<file path="src/rtl/lu_pkg.sv">
package lu_pkg;

   typedef struct packed {
      logic pc_we;
      logic ifid_we;
      logic idex_clr;
   } stall_ctl_t;

   function automatic stall_ctl_t mk_ctl(input logic stall);
      stall_ctl_t c;
      c.pc_we    = ~stall;
      c.ifid_we  = ~stall;
      c.idex_clr = stall;
      return c;
   endfunction

endpackage

</file>
<file path="src/rtl/lu_src_cmp.sv">
module lu_src_cmp #(
   parameter int REG_AW        = 5,
   parameter bit ZERO_IS_CONST = 1'b1
) (
   input  logic [REG_AW-1:0] src_addr,
   input  logic              src_used,
   input  logic              ex_load,
   input  logic [REG_AW-1:0] ex_dst,
   output logic              hit
);

   logic same_reg;
   assign same_reg = (src_addr == ex_dst);

   generate
      if (ZERO_IS_CONST) begin : g_zero_const
         logic dst_live;
         assign dst_live = |ex_dst;
         assign hit = src_used & ex_load & same_reg & dst_live;
      end else begin : g_zero_plain
         assign hit = src_used & ex_load & same_reg;
      end
   endgenerate

endmodule

</file>
<file path="src/rtl/lu_stall_drive.sv">
module lu_stall_drive #(
   parameter int NUM_SRC = 2
) (
   input  logic [NUM_SRC-1:0] hits,
   output lu_pkg::stall_ctl_t ctl
);

   logic any_hit;
   assign any_hit = |hits;
   assign ctl     = lu_pkg::mk_ctl(any_hit);

endmodule

</file>
<file path="src/rtl/lu_stall_unit.sv">
module lu_stall_unit #(
   parameter int REG_AW        = 5,
   parameter int NUM_SRC       = 2,
   parameter bit ZERO_IS_CONST = 1'b1
) (
   input  logic [NUM_SRC*REG_AW-1:0] id_src_addr,
   input  logic [NUM_SRC-1:0]        id_src_used,
   input  logic                      ex_mem_read,
   input  logic [REG_AW-1:0]         ex_dst_addr,
   output logic                      pc_wr_en,
   output logic                      ifid_wr_en,
   output logic                      idex_ctrl_clear
);

   localparam int ADDR_BITS = NUM_SRC * REG_AW;

   generate
      if (REG_AW < 1 || REG_AW > 16) begin : g_bad_aw
         $error("lu_stall_unit: REG_AW out of range");
      end
      if (NUM_SRC < 1 || NUM_SRC > 8) begin : g_bad_src
         $error("lu_stall_unit: NUM_SRC out of range");
      end
      if (ADDR_BITS < 1) begin : g_bad_bits
         $error("lu_stall_unit: empty source bus");
      end
   endgenerate

   logic [NUM_SRC-1:0] src_hit;

   generate
      for (genvar k = 0; k < NUM_SRC; k++) begin : g_src
         lu_src_cmp #(
            .REG_AW       (REG_AW),
            .ZERO_IS_CONST(ZERO_IS_CONST)
         ) u_cmp (
            .src_addr(id_src_addr[k*REG_AW +: REG_AW]),
            .src_used(id_src_used[k]),
            .ex_load (ex_mem_read),
            .ex_dst  (ex_dst_addr),
            .hit     (src_hit[k])
         );
      end
   endgenerate

   lu_pkg::stall_ctl_t ctl;

   lu_stall_drive #(
      .NUM_SRC(NUM_SRC)
   ) u_drive (
      .hits(src_hit),
      .ctl (ctl)
   );

   assign pc_wr_en        = ctl.pc_we;
   assign ifid_wr_en      = ctl.ifid_we;
   assign idex_ctrl_clear = ctl.idex_clr;

endmodule

</file>
<file path="config.mk">
export PLATFORM = sky130hd
export DESIGN_NAME = lu_stall_unit
export DESIGN_NICKNAME = d
export VERILOG_FILES = /design/src/rtl/lu_pkg.sv /design/src/rtl/lu_src_cmp.sv /design/src/rtl/lu_stall_drive.sv /design/src/rtl/lu_stall_unit.sv
export SDC_FILE = /design/constraint.sdc
export NUM_CORES = 1
export LEC_CHECK = 0
export BUFFER_PORTS_ARGS = -buffer_cell sky130_fd_sc_hd__buf_2
export CAP_MARGIN = 20
export CORE_AREA = 2 2 39 41
export DETAILED_ROUTE_END_ITERATION = 10
export DIE_AREA = 0 0 41 43
export PLACE_DENSITY = 0.45
export SLEW_MARGIN = 20
export SYNTH_ARGS = -nofsm -noshare
export SYNTH_HDL_FRONTEND = slang
export SYNTH_HIERARCHICAL = 1
export SYNTH_SLANG_ARGS = --single-unit
</file>
<file path="constraint.sdc">
create_clock -name vclk -period 1.5
set_input_delay 0.075 -clock vclk [all_inputs]
set_output_delay 0.075 -clock vclk [all_outputs]
set_load 0.1 [all_outputs]
</file>
==> results of run 1 <==
==> path summary, 6_finish.rpt <==
check | endpoint | slack (ns) | depth (start not counted)
min | pc_wr_en | 0.74 | 5
max | idex_ctrl_clear | 0.21 | 6
==> cell families (layout without fill, tap and decap cells) <==
| kind of cell | Yosys count | in the layout | share of synthesized area |
|---|---|---|---|
| compound gates | 4 | 4 | 0.155 |
| simple gates | 8 | 8 | 0.324 |
| buf+inv | 4 | 23 | 0.127 |
| xor+xnor | 8 | 8 | 0.394 |
==> layer usage <==
layer,vias up,global-route usage,share of wire
li1,123,-,-
met1,99,0.0981,0.43
met2,12,0.0969,0.45
met3,0,0,0.11
met4,0,0,0
met5,-,0,0
==> metrics by stage <==
step                      worst slack [ns]  instances  power (W)  area, sq um   util
after floorplan                     0.0426         24  0.0000443          189      -
after global placement               0.204         59  0.0000850          340  0.246
after detailed placement             0.217         59  0.0000851          340  0.246
after CTS                            0.217         59  0.0000852          340  0.246
after global routing                 0.112         59  0.0000919          340  0.246
final                                0.212         59  0.0000839          340  0.246
==> power by group <==
part           internal (W)  total [W]  switching, W
clock network             0          0             0
registers                 0          0             0
logic             0.0000430  0.0000839     0.0000409
total             0.0000430  0.0000839     0.0000409
==> cell type report <==
class / instances / area, sq um / area share
multi-input cells: 20 / 163 / 0.478
repair buffers: 21 / 150 / 0.441
well taps: 16 / 20.0 / 0.0588
inverters: 2 / 7.51 / 0.0221
==> cells in the final DEF, fill, tap and decap left out, drive strengths merged <==
master,count
buf,21
inv,2
nand3,2
nor2,1
nor3b,2
nor4,2
o2111ai,2
o21ai,2
or2,1
xnor2,8
==> impl_metrics.py, run 1 <==
metrics = {
    "drt": {
        "vias": 234,
        "routed_wl_microns": 498,
        "drt_iter0_drc": 1,
        "wl_per_cell_microns": 8.44,
        "antenna_left": 0,
        "drc": 0,
        "vias_per_cell": 3.97,
        "first_pass_iters": 2,
    },
    "timing": {
        "layout_min_cycle_time_ns": 1.29,
        "tightest_slew_ns": 0.274,
        "rsz0062_at_grt": "false",
        "finalHoldViolCount": 0,
        "max_freq_ghz": 0.776,
        "relSlewSlack": 0.816,
        "timing.final.crit_share": 0.859,
        "maxSlewViolCount": 0,
        "setup_viol": 0,
        "setup_tns_ns": 0,
        "worst_hold_slack_ns": 0.738,
    },
    "cells_and_area": {
        "num-nets-final": 63,
        "drive_above_1_share": 0.558,
        "ff_latch_area_sq_um": 0,
        "seq_cell_count": 0,
        "antennaDiodeCount": 0,
        "nClkBuffers": 0,
        "syn2layout_area_growth_pct": 91.5,
        "fillers": 161,
    },
    "global_routing": {
        "antenna_found_initial": 0,
        "grt_remaining_overflow": 0,
        "grt_pass1_vias": 205,
        "grt_pass1_wl_microns": 828,
        "grt_max_degree": 5,
        "grtUsageTotal": 0.0619,
    },
    "yosys": {
        "synth_area_leaders": "xnor2_1, nor3b_2, o2111ai_1",
        "netlist_area_sq_um": 178,
        "synth.avg_cell_area_sq_um": 7.40,
        "ys_warn_count": 6,
        "syn-num-nets": 42,
        "synth_top_cell_area_share": 0.394,
        "yosys.area.top_type": "xnor2_1",
        "synth_seq_area_share": 0,
        "yosysMostFrequentCell": "xnor2_1",
        "syn_inst": 24,
        "yosysUniqueCellTypes": 10,
    },
    "floorplanning": {
        "initial_core_util": 0.128,
        "rows": 14,
        "dieArea_sq_um": 1760,
        "die_x_microns": 41,
        "io-pin-count": 21,
        "coreArea_sq_um": 1380,
        "die_y_microns": 43,
    },
    "power_and_ir_drop": {
        "vdd_ir_drop_max_mv": 0.0710,
        "p_leak_nw": 0.147,
        "p_per_area_nw_per_um2": 246,
    },
    "worst_setup_path": {
        "cp_top_family": "simple AND/OR/NAND/NOR gates",
        "max_stage_delay_ns": 0.31,
        "crit_fanout": 2,
        "crit_type": "input pin to primary output",
        "end_kind": "primary output",
        "worstSetupStartpoint": "id_src_addr[6]",
        "crit_chain": "buf_2 -> nor4_1 -> o21ai_0 -> nor3b_2 -> or2_1 -> buf_12",
        "crit_arrival_ns": 1.21,
        "worstPathRequired_ns": 1.42,
        "crit_path_start_kind": "input pin",
        "worstPathBufferInverterCount": 2,
        "critPathSlowestCell": "nor4_1",
    },
    "placed_design": {
        "place.gp.congestion": 0.718,
        "hpwl_microns": 498,
        "io_buffers": 21,
    },
    "clock_network": {
        "ctsHoldBuffers": 0,
        "cts_setup_buffers": 0,
        "cts-resized-gates": 0,
    },
    "run_status": {
        "outcome": "complete, no violations",
    },
    "min_path": {
        "hp-start": "ex_mem_read",
        "worstHoldPathType": "input pin to primary output",
    },
    "job": {
        "drv_cap": 0,
    },
}
(Power assumes the default switching activity.)
==> run 2, diff against run 1 <==
--- a/config.mk
+++ b/config.mk
@@ -5,12 +5,13 @@
 export SDC_FILE = /design/constraint.sdc
 export NUM_CORES = 1
 export LEC_CHECK = 0
+export ABC_AREA = 1
 export BUFFER_PORTS_ARGS = -buffer_cell sky130_fd_sc_hd__buf_2
 export CAP_MARGIN = 20
 export CORE_AREA = 2 2 39 41
 export DETAILED_ROUTE_END_ITERATION = 10
 export DIE_AREA = 0 0 41 43
-export PLACE_DENSITY = 0.45
+export PLACE_DENSITY = 0.55
 export SLEW_MARGIN = 20
 export SYNTH_ARGS = -nofsm -noshare
 export SYNTH_HDL_FRONTEND = slang
==> run 2 against run 1 <==
Compared with the run above: combinational power grew 30%; count of clock-buffer cells in the layout is the same; routed wire length grew 35%; final cell count grew 78%; critical path depth grew 4; area after synthesis grew 65%; maximum frequency grew 13%.
==> impl_metrics.py, run 2 <==
metrics = {
    "run_status": {
        "outcome": "complete, no violations",
    },
    "power_and_ir_drop": {
        "total_power_w": 0.000109,
        "p_leak_nw": 0.314,
        "vdd_ir_drop_max_mv": 0.0497,
        "p_per_area_nw_per_um2": 238,
    },
    "cells_and_area": {
        "nClkBuffers": 0,
        "layout_common_cells": "nand2_1, buf_2, inv_1",
        "final_common_cell": "nand2_1",
        "postLayoutCoreUtil": 0.329,
        "seq_cell_count": 0,
        "drive_above_1_share": 0.360,
        "antennaDiodeCount": 0,
        "fillers": 166,
        "syn2layout_area_growth_pct": 55.6,
        "ff_latch_area_sq_um": 0,
        "num-nets-final": 109,
    },
    "yosys": {
        "ys_warn_count": 6,
        "synth_commonest_cells": "nand2_1, inv_1, nor2_2, nor2_1",
        "netlist_area_sq_um": 293,
        "yosysMostFrequentCell": "nand2_1",
        "synth.avg_cell_area_sq_um": 4.18,
        "synth_area_leaders": "nand2_1, inv_1, nor2_2",
        "syn_inst": 70,
        "synth_top_cell_area_share": 0.372,
        "syn-num-nets": 88,
        "yosysUniqueCellTypes": 9,
        "yosys.area.top_type": "nand2_1",
        "synth_seq_area_share": 0,
    },
    "clock_network": {
        "cts-resized-gates": 0,
        "cts_setup_buffers": 0,
        "ctsHoldBuffers": 0,
    },
    "worst_setup_path": {
        "crit_type": "input pin to primary output",
        "max_stage_delay_ns": 0.22,
        "crit_path_start_kind": "input pin",
        "end_kind": "primary output",
        "worstPathRequired_ns": 1.42,
        "crit_path_frequent_cell": "nand2_1",
        "critPathSlowestCell": "nor2_1",
        "crit_chain": "buf_2 -> inv_1 -> nand2_1 -> nand2_1 -> nor2_2 -> nand3_1 -> nor2_1 -> inv_1 -> nand2_1 -> buf_12",
        "crit_arrival_ns": 1.06,
        "crit_fanout": 4,
    },
    "drt": {
        "wl_per_cell_microns": 6.42,
        "vias": 415,
        "vias_per_cell": 3.95,
        "antenna_left": 0,
        "drt_iter0_drc": 6,
        "routed_wl_microns": 674,
        "drc": 0,
        "first_pass_iters": 6,
    },
    "floorplanning": {
        "io-pin-count": 21,
        "initial_core_util": 0.212,
        "coreArea_sq_um": 1380,
        "die_y_microns": 43,
        "rows": 14,
        "die_x_microns": 41,
        "dieArea_sq_um": 1760,
    },
    "timing": {
        "rsz0062_at_grt": "false",
        "max_freq_ghz": 0.879,
        "setup_viol": 0,
        "maxSlewViolCount": 0,
        "tightest_slew_ns": 0.260,
        "finalHoldViolCount": 0,
        "relSlewSlack": 0.826,
        "setup_tns_ns": 0,
        "layout_setup_ws_ns": 0.362,
        "layout_min_cycle_time_ns": 1.14,
        "timing.final.crit_share": 0.759,
    },
    "global_routing": {
        "grtUsageTotal": 0.0799,
        "grt_pass1_wl_mm": 1.08,
        "grt_max_degree": 5,
        "grt_pass1_vias": 336,
        "antenna_found_initial": 0,
        "grt_remaining_overflow": 0,
    },
    "placed_design": {
        "place.gp.congestion": 0.744,
        "io_buffers": 21,
        "hpwl_microns": 641,
        "pre_cts_slack_ns": 0.353,
    },
    "min_path": {
        "worstHoldPathType": "input pin to primary output",
    },
    "job": {
        "drv_cap": 0,
    },
}
[run 2: cell count changes after synthesis, sizes merged]
cell and delta:
nand3 +2, or2 -1, nor4 -2, nor2 +10
nand2 +29, inv +18, o21ai -2, o2111ai -2
nor3b -2, clkinv +2, xnor2 -8, a21oi +2
[run 2: where the power goes]
| group | switching (W) | internal, W | total, W |
|---|---|---|---|
| logic | 0.0000632 | 0.0000454 | 0.000109 |
| registers | 0 | 0 | 0 |
| clock network | 0 | 0 | 0 |
[run 2: metal layers]
| layer | GRT usage | part of all wire |
|---|---|---|
| met5 | 0 | 0 |
| met4 | 0 | 0 |
| met3 | 0 | 0.059 |
| met2 | 0.169 | 0.53 |
| met1 | 0.0823 | 0.41 |
[run 2: through the flow]
step,cells,hold WS (ns),area (sq um)
final,105,0.754,455
after global routing,105,0.814,455
after CTS,105,0.764,455
after detailed placement,105,0.760,455
after global placement,105,0.761,455
after floorplan,70,0.544,300
[run 2: final cells by class]
class | instances | area, sq um | share of cell area
Timing Repair Buffer | 21 | 150 | 0.330
Multi-Input combinational cell | 46 | 203 | 0.445
Tap cell | 16 | 20.0 | 0.0440
Inverter | 22 | 82.6 | 0.181
[run 2: cells by family (layout without fill, tap and decap cells)]
family                 after synthesis  after routing  synth area share
AO/OA/AOI/OAI                        2              2            0.0342
buffers and inverters               24             43             0.333
AND/OR/NAND/NOR                     44             44             0.632
[run 2: path summary, 6_finish.rpt]
check / start / endpoint / slack [ns] / cells after the start
setup / recovery: ex_dst_addr[1] / idex_ctrl_clear / 0.36 / 10
hold / removal: id_src_used[0] / idex_ctrl_clear / 0.75 / 8
[run 2: worst max-delay path, delay by kind of cell]
| family | cells | cell delay (ns) |
|---|---|---|
| and+or+nand+nor | 6 | 0.59 |
| buffers and inverters | 4 | 0.40 |
